<file path="config.mk">
export PLATFORM = sky130hd
export DESIGN_NAME = bser_top
export DESIGN_NICKNAME = d
export VERILOG_FILES = /design/src/rtl/bser_pkg.sv /design/src/rtl/bser_bit_timer.sv /design/src/rtl/bser_shifter.sv /design/src/rtl/bser_term_chain.sv /design/src/rtl/bser_top.sv
export SDC_FILE = /design/constraint.sdc
export NUM_CORES = 1
export LEC_CHECK = 0
export CORE_MARGIN = 2
export CORE_UTILIZATION = 51
export DETAILED_ROUTE_END_ITERATION = 16
export PLACE_DENSITY = 0.81
export SETUP_SLACK_MARGIN = 0.5
export SLEW_MARGIN = 20
export SYNTH_ARGS = -nofsm -noshare
export SYNTH_HDL_FRONTEND = slang
export SYNTH_SLANG_ARGS = --single-unit
</file>
<file path="constraint.sdc">
create_clock -name clk -period 2.6 [get_ports clk]
set_input_delay 0.52 -clock clk [delete_from_list [all_inputs] [get_ports clk]]
set_output_delay 0.52 -clock clk [all_outputs]
set_load 0.05 [all_outputs]
</file>
<file path="src/rtl/bser_pkg.sv">
package bser_pkg;

    localparam int TERM_STAGES = 5;

    typedef struct packed {
        logic level;  // load marker
        logic rise;   // marker rises at this edge
        logic fall;   // marker falls at this edge (transfer)
    } load_ev_t;

    typedef enum logic [1:0] {
        PH_IDLE  = 2'd0,
        PH_FEED  = 2'd1,
        PH_DRAIN = 2'd2
    } burst_phase_t;

    // Stage k (k >= 1) is stepped by a rising marker edge for odd k and
    // a falling edge for even k.
    function automatic logic stage_step(input int k, input load_ev_t ev);
        return (k % 2 == 1) ? ev.rise : ev.fall;
    endfunction

endpackage

</file>
<file path="src/rtl/bser_bit_timer.sv">
module bser_bit_timer
    import bser_pkg::*;
#(
    parameter int DATA_W = 8
) (
    input  logic     clk,
    input  logic     rst,
    input  logic     run,
    input  logic     bit_en,
    output load_ev_t ev
);
    localparam int CW = (DATA_W > 1) ? $clog2(DATA_W) : 1;
    localparam logic [CW-1:0] LAST = CW'(DATA_W - 1);

    logic [CW-1:0] cnt;
    logic          level;

    always_ff @(posedge clk) begin
        if (rst || !run) begin
            cnt   <= LAST;
            level <= 1'b0;
        end else if (bit_en) begin
            level <= (cnt == LAST);
            cnt   <= (cnt == LAST) ? '0 : cnt + 1'b1;
        end
    end

    always_comb begin
        ev.level = level;
        ev.rise  = run && bit_en && (cnt == LAST);
        ev.fall  = run && bit_en && level;
    end

endmodule

</file>
<file path="src/rtl/bser_shifter.sv">
module bser_shifter #(
    parameter int DATA_W = 8
) (
    input  logic              clk,
    input  logic              rst,
    input  logic              run,
    input  logic              bit_en,
    input  logic              xfer,
    input  logic              wr_en,
    input  logic [DATA_W-1:0] wr_data,
    output logic              serial
);
    logic [DATA_W-1:0] hold_q;
    logic [DATA_W-1:0] shreg;

    always_ff @(posedge clk) begin
        if (rst)        hold_q <= '0;
        else if (wr_en) hold_q <= wr_data;
    end

    always_ff @(posedge clk) begin
        if (rst || !run)  shreg <= '0;
        else if (xfer)    shreg <= hold_q;
        else if (bit_en)  shreg <= {shreg[DATA_W-2:0], 1'b0};
    end

    assign serial = run & shreg[DATA_W-1];

endmodule

</file>
<file path="src/rtl/bser_term_chain.sv">
module bser_term_chain
    import bser_pkg::*;
(
    input  logic         clk,
    input  logic         rst,
    input  logic         start,
    input  logic         done,
    input  load_ev_t     ev,
    output logic         active_n,
    output burst_phase_t phase
);
    logic [TERM_STAGES-1:0] stg;

    always_ff @(posedge clk) begin
        if (rst)                             stg[0] <= 1'b0;
        else if (start && !stg[TERM_STAGES-1]) stg[0] <= 1'b1;
        else if (done)                       stg[0] <= 1'b0;
    end

    for (genvar k = 1; k < TERM_STAGES; k++) begin : g_stage
        always_ff @(posedge clk) begin
            if (rst)
                stg[k] <= 1'b0;
            else if (start && !stg[TERM_STAGES-1])
                stg[k] <= 1'b1;
            else if (!stg[k-1] && stage_step(k, ev))
                stg[k] <= 1'b0;
        end
    end

    assign active_n = !stg[TERM_STAGES-1];

    always_comb begin
        if (!stg[TERM_STAGES-1]) phase = PH_IDLE;
        else if (stg[0])         phase = PH_FEED;
        else                     phase = PH_DRAIN;
    end

endmodule

</file>
<file path="src/rtl/bser_top.sv">
module bser_top
    import bser_pkg::*;
#(
    parameter int DATA_W = 8
) (
    input  logic              clk,
    input  logic              rst,
    input  logic              bit_en,
    input  logic              start,
    input  logic              wr_en,
    input  logic [DATA_W-1:0] wr_data,
    input  logic              done,
    output logic              req,
    output logic              frame_load,
    output logic              serial_o,
    output logic              active_n
);
    load_ev_t     ev;
    burst_phase_t phase;
    logic         run;

    assign run = !active_n;

    bser_term_chain i_term (
        .clk      (clk),
        .rst      (rst),
        .start    (start),
        .done     (done),
        .ev       (ev),
        .active_n (active_n),
        .phase    (phase)
    );

    bser_bit_timer #(.DATA_W(DATA_W)) i_timer (
        .clk    (clk),
        .rst    (rst),
        .run    (run),
        .bit_en (bit_en),
        .ev     (ev)
    );

    bser_shifter #(.DATA_W(DATA_W)) i_shift (
        .clk     (clk),
        .rst     (rst),
        .run     (run),
        .bit_en  (bit_en),
        .xfer    (ev.fall),
        .wr_en   (wr_en),
        .wr_data (wr_data),
        .serial  (serial_o)
    );

    always_ff @(posedge clk) begin
        if (rst) req <= 1'b0;
        else     req <= ev.fall && (phase == PH_FEED);
    end

    assign frame_load = ev.level;

endmodule

</file>
==> results.md, run 1 <==
* Status: finished, final reports clean
* DRT Pass-1 Iters at 4
* I/O Pins at 18
* Grt total ovfl at 0
* Tmin final at slightly below 2000 ps
* Total power at 701 uW
* Die X at between 50 and 60 um
* Final Max Tran Viols at 0
* Total Die Area at 2630 um2
* Htree depth at 1
* Initial antenna violation count at 0
* CTS tree: done
* Num Clock Sinks at 26
* Mapped Nets at 128
* Final GP Congestion at between 0.7 and 0.8
* Critical-path cell list: inv_1 -> clkdlybuf4s50_1
* Stages on worst setup path at 2
* Via count at approximately 900
* Pin count of the biggest net entering global routing at 27
* Vias in the first global route at approximately 850
* Crit path DAT at approximately 1500 ps
* Overall global routing resource usage at a little under a fifth
* Final hold vios at 0
* Number of antenna diodes at 0
* Syn Area/Cell at 10.2 um2
* Post-synthesis cell type count at 25
* Total core area at 2170 um2
* Crit share post-route at approximately three quarters
* Clk_skew at 11.2 ps
* Later-pin clock latency in the skew report at between 300 and 400 ps
* Final std cells w/o fill at between 150 and 200
* Final nets at about 140
* Most frequent cells in the layout: 26 x dfxtp_1, 18 x nor2_1, 16 x clkdlybuf4s50_1
* Pwr Density at roughly 530 nW/um2
* Final Setup Violations at 0
* Initial core utilization at a little over half
* Layout cells sized above 1 at between 15 and 20%
* Max Cap Violations at 0
* Syn. warnings at 0
* Max VDD drop at between 0.0003 and 0.0004 V
* Crit Path Category: flip-flop to output port
* DP Wirelength at 1530 um
* Via-to-Cell Ratio at between 5 and 6
* CP max stage delay at around 790 ps
* Leakage power at 0.516 nW
* Relative slew slack at ~67%
* Max clock buf depth at 2
* Buffers added on ports at 17
* P&R area growth vs syn at 15.8%
* Worst Setup SP: i_term.stg[4]$_SDFFE_PP0P_
* FF+latch count, synth at 26
* Ranking of synthesized cells by area: dfxtp_1 46%, mux2i_1 9.6%, nor2_1 5.9%
* CP max FO at 2
* Hold/Removal Path Class: flip-flop to flip-flop
* Startpoint Class: flip-flop
* Critical path required time at 2080 ps
* Reg clk slew, reported paths at between 100 and 150 ps
* Register area share after synthesis at 45.6%
* Dpl cells at roughly 150
* Post-synth top area cell: dfxtp_1
* Reg2reg end: i_timer.cnt[0]$_SDFFE_PP1P_
* Reg2reg path depth at 3
* Post-CTS Setup Bufs at 0
* TritonCTS buffer count at 3
* CP delay by family, top: buffers and inverters
* Setup ws final at about 610 ps
* First-pass GRT wire length at approximately 3700 um
* CP endpoint kind: output port
* Cell count after synthesis at roughly 110
* Detailed Route Iter0 Violations at 19
* Site Rows at 17
* Post-Syn Area at about 1100 um2
* Buffers plus inverters on the worst setup path at 2
* DIE HEIGHT at between 50 and 60 um
* Setup TNS at 0 ps
* Dpl ws at roughly 700 ps
* Critical Path Sink: active_n
* Routed len/inst at between 10 and 15 um
* Util after Layout at 60.9%
* Internal reg-to-reg setup slack at approximately 1300 ps
* DRC viols at 0
* Commonest non-fill, non-tap cell in the layout: dfxtp_1
* Fillers at 201
* Final wirelength at 2110 um
* Root Driver: clkbuf_4
* Start of the worst register-to-register path: i_term.stg[4]$_SDFFE_PP0P_
* Post_cts resized at 0
* Final ANT Viol Nets at 0
* CTS Hold Buffers Added at 0
* Critical path's slowest cell: clkdlybuf4s50_1
* RSZ-0062 raised after global routing: false
* Fmax at 503 MHz
* Synth top area share at between 40% and 50%
* Worst-Margin Slew at between 400 and 500 ps
layer usage:
metal / global-route usage [%] / vias up / share of wire (%)
met5: 0 / - / 0
met4: 6.58 / 0 / 1.3
met3: 3.51 / 4 / 3.6
met2: 33.3 / 17 / 51
met1: 22.9 / 422 / 44
li1: - / 433 / -
synthesized netlist by cell type, drive strengths merged:
master	count
and4b	1
a311oi	7
ha	2
a211o	1
nor3	1
nand4b	4
clkbuf	1
nor3b	2
nand3	9
a21oi	1
buf	9
dfxtp	26
mux2i	11
a31o	4
a21bo	7
nor2	18
and2	1
nand4	1
inv	4
nand2b	2
worst min path at each step:
stage                                  start                             to  slack, ps  cells after the start
2_1_floorplan  i_shift.shreg[0]$_SDFFE_PP0P_  i_shift.shreg[0]$_SDFFE_PP0P_        440                      2
6_report       i_shift.shreg[0]$_SDFFE_PP0P_  i_shift.shreg[0]$_SDFFE_PP0P_        480                      2
5_1_grt        i_shift.shreg[0]$_SDFFE_PP0P_  i_shift.shreg[0]$_SDFFE_PP0P_        500                      2
3_5_place_dp   i_shift.shreg[0]$_SDFFE_PP0P_  i_shift.shreg[0]$_SDFFE_PP0P_        460                      2
3_3_place_gp   i_shift.shreg[0]$_SDFFE_PP0P_  i_shift.shreg[0]$_SDFFE_PP0P_        460                      2
4_1_cts        i_shift.shreg[0]$_SDFFE_PP0P_  i_shift.shreg[0]$_SDFFE_PP0P_        480                      2
kinds of logic after synthesis:
group	synth area share, %
buffers and inverters	7.89
adders and majority gates	2.19
and+or+nand+nor	17.8
DFF	45.6
AOI/OAI and AO/OA	16.9
muxes	9.65
registers in the layout (all words and copies together), names as in the netlist:
name and flops:
i_term.stg 5, req 1, i_shift.shreg 8, i_shift.hold_q 8, i_timer.level 1, i_timer.cnt 3
where the power goes:
part	total [mW]	internal [mW]	switching, mW
registers	0.428	0.418	0.0101
clock network	0.165	0.0541	0.111
logic	0.107	0.0530	0.0542
total	0.701	0.525	0.175
through the flow:
stage / hold WS (ps) / area, um2
final: 478 / 1320
after global routing: 501 / 1320
after CTS: 478 / 1320
after detailed placement: 458 / 1300
after global placement: 456 / 1300
after floorplan: 440 / 1140
cell type report:
type / instances / area [um2] / area share (%)
clock buffer: 3 / 22.5 / 1.70
inverter: 4 / 15.0 / 1.14
multi-input combinational: 72 / 531 / 40.2
sequential: 26 / 520 / 39.4
tap: 28 / 35.0 / 2.65
timing repair buffer: 21 / 198 / 15.0
tightest hold or removal path, cell delays in order (launching register included):
cell and delay [ps]:
dfxtp_1 330, nand2b_1 60, a21oi_1 50
Note: power is estimated with default switching activity, not from simulation.
==> run 2, diff against run 1 <==
Settings changed: CORE_UTILIZATION 51 to 46, PLACE_DENSITY 0.81 to 0.78.
Clock period 2.6 ns to 1.63 ns, I/O delays scaled along.
==> results.md, run 2 (synthesis results as in run 1) <==
* Final Max Tran Viols at 0 (unchanged)
* Total power at 1.39 mW (was 701 uW)
* Critical path required time at 1300 ps (was 2080 ps)
* Hold Crit Depth at 2 (unchanged)
* Commonest non-fill, non-tap cell in the layout: dfxtp_1 (unchanged)
* CP max FO at 3 (was 2)
* Placed inst area at 1360 um2 (was 1300 um2)
* Internal reg-to-reg setup slack at 320 ps (was 1270 ps)
* P&R area growth vs syn at 45.9% (was 15.8%)
* Die X at 53.8 um (was 51.3 um)
* Hold/Removal Path Class: flip-flop to flip-flop (unchanged)
* Dpl ws at 113 ps (was 705 ps)
* CTS tree: done (unchanged)
* Max clock buf depth at 2 (unchanged)
* Fmax at 752 MHz
* Reg2reg end: i_shift.shreg[2]$_SDFFE_PP0P_ (was i_timer.cnt[0]$_SDFFE_PP1P_)
* First-pass GRT wire length at 3710 um (was 3680 um)
* Setup TNS at 0 ps (unchanged)
* Final std cells w/o fill at 171 (was 154)
* Final Setup Violations at 0 (unchanged)
* Routed len/inst at 15.8 um (was 13.7 um)
* Site Rows at 18 (was 17)
* Final hold vios at 0 (unchanged)
* Dpl cells at 156 (was 151)
* I/O Pins at 18 (unchanged)
* Buffers added on ports at 17 (unchanged)
* Detailed Route Iter0 Violations at 33 (was 19)
* Final wirelength at 2700 um (was 2110 um)
* Hold_ws at 482 ps (was 478 ps)
* Pin count of the biggest net entering global routing at 16 (was 27)
* Status: finished, final reports clean (unchanged)
* Crit path DAT at 1000 ps (was 1470 ps)
* DP Wirelength at 1490 um (was 1530 um)
* Startpoint Class: flip-flop (unchanged)
* Number of antenna diodes at 0 (unchanged)
* Leakage power at 0.667 nW (was 0.516 nW)
* Worst hold path endpoint: i_shift.shreg[0]$_SDFFE_PP0P_ (unchanged)
* Overall global routing resource usage at 18.3% (was 18.9%)
* Util after Layout at 69.1% (was 60.9%)
* Htree depth at 1 (unchanged)
* Worst-Margin Slew at 230 ps (was 491 ps)
* Initial antenna violation count at 0 (unchanged)
* Tmin final at 1330 ps
* Vias in the first global route at 844 (was 845)
* Setup ws final at 301 ps (was 613 ps)
* DIE HEIGHT at 53.8 um (was 51.3 um)
* TritonCTS buffer count at 3 (unchanged)
* Via count at 963 (was 876)
* Max VDD drop at 0.000671 V (was 0.000341 V)
* Crit share post-route at between 80% and 90%
* Hold_sp: i_shift.shreg[0]$_SDFFE_PP0P_ (unchanged)
* Relative slew slack at 84.7% (was 67.2%)
* Max Cap Violations at 0 (unchanged)
* Layout cells sized above 1 at 37.6% (was 15.1%)
* Initial core utilization at 47.4% (was 52.6%)
* Grt total ovfl at 0 (unchanged)
* Reg2reg path depth at 5 (was 3)
* Final GP Congestion at 0.730 (was 0.750)
* Crit Path Category: flip-flop to output port (unchanged)
* Final Cell Area at 1670 um2 (was 1320 um2)
* Clk_skew at 4.58 ps (was 11.2 ps)
* Most frequent cells in the layout: 21 x dfxtp_1, 18 x nor2_1, 11 x mux2i_1, 11 x clkdlybuf4s50_1, 9 x nand3_1 (was 26 x dfxtp_1, 18 x nor2_1, 16 x clkdlybuf4s50_1)
* Total Die Area at 2890 um2 (was 2630 um2)
* Final ANT Viol Nets at 0 (unchanged)
* Final nets at 158 (was 144)
* Critical path's slowest cell: dfxtp_4 (was clkdlybuf4s50_1)
* DRC viols at 0 (unchanged)
* CP endpoint kind: output port (unchanged)
* Num Clock Sinks at 26 (unchanged)
* Start of the worst register-to-register path: i_term.stg[4]$_SDFFE_PP0P_ (unchanged)
* Root Driver: clkbuf_4 (unchanged)
* Critical-path cell list: and2_4 -> buf_12 (was inv_1 -> clkdlybuf4s50_1)
* Later-pin clock latency in the skew report at 330 ps (was 310 ps)
* Total core area at 2410 um2 (was 2170 um2)
* Largest regs: i_shift.hold_q: 8 flops, i_shift.shreg: 8 flops, i_term.stg: 5 flops (unchanged)
* DRT Pass-1 Iters at 4 (unchanged)
* CP max stage delay at 400 ps (was 790 ps)
* Reg clk slew, reported paths at 140 ps (about the same)
* Pwr Density at 835 nW/um2 (was 530 nW/um2)
* Fillers at 186 (was 201)
* Via-to-Cell Ratio at 5.63 (was 5.69)
* RSZ-0062 raised after global routing: true (was false)
run 2: critical path: cells and delay by family (launching register included):
| family | cells | cell delay (ps) |
|---|---|---|
| buffers and inverters | 1 | 130 |
| flip-flops | 1 | 400 |
| AND/OR/NAND/NOR | 1 | 150 |
run 2: power breakdown:
part / switching [mW] / internal [mW] / leakage [nW]
Clock: 0.196 / 0.249 / 0.0279
Combinational: 0.110 / 0.147 / 0.425
Sequential: 0.0211 / 0.667 / 0.214
run 2: area by class of cell:
type | instances | area, um2 | share of cell area, %
clock inverters | 1 | 30.0 | 1.80
well taps | 30 | 37.5 | 2.25
flip-flops and latches | 26 | 532 | 31.9
inverters | 4 | 18.8 | 1.13
repair buffers | 35 | 418 | 25.1
multi-input cells | 72 | 607 | 36.4
clock buffers | 3 | 22.5 | 1.35
run 2: metal layers:
layer  global-route usage [%]  wire length [um]
met1                     22.1              1130
met2                     29.9              1430
met3                     3.33                79
met4                     11.5                56
met5                        0                 0
run 2: how the worst max path moves through the flow:
stage	start	slack (ps)	end
finish	i_term.stg[4]$_SDFFE_PP0P_	300	serial_o
global route	i_term.stg[4]$_SDFFE_PP0P_	260	serial_o
CTS	i_term.stg[4]$_SDFFE_PP0P_	300	serial_o
detailed placement	rst	110	i_shift.shreg[2]$_SDFFE_PP0P_
global placement	rst	150	i_term.stg[0]$_SDFFE_PP0P_
floorplan	i_term.stg[4]$_SDFFE_PP0P_	520	serial_o
run 2: repair_timing:
item,in CTS,in global routing
gates resized for setup,15,18
hold buffers,0,0
cloned,1,2
setup endpoints to repair,19,15
buffers inserted,5,3
pin swaps,3,10
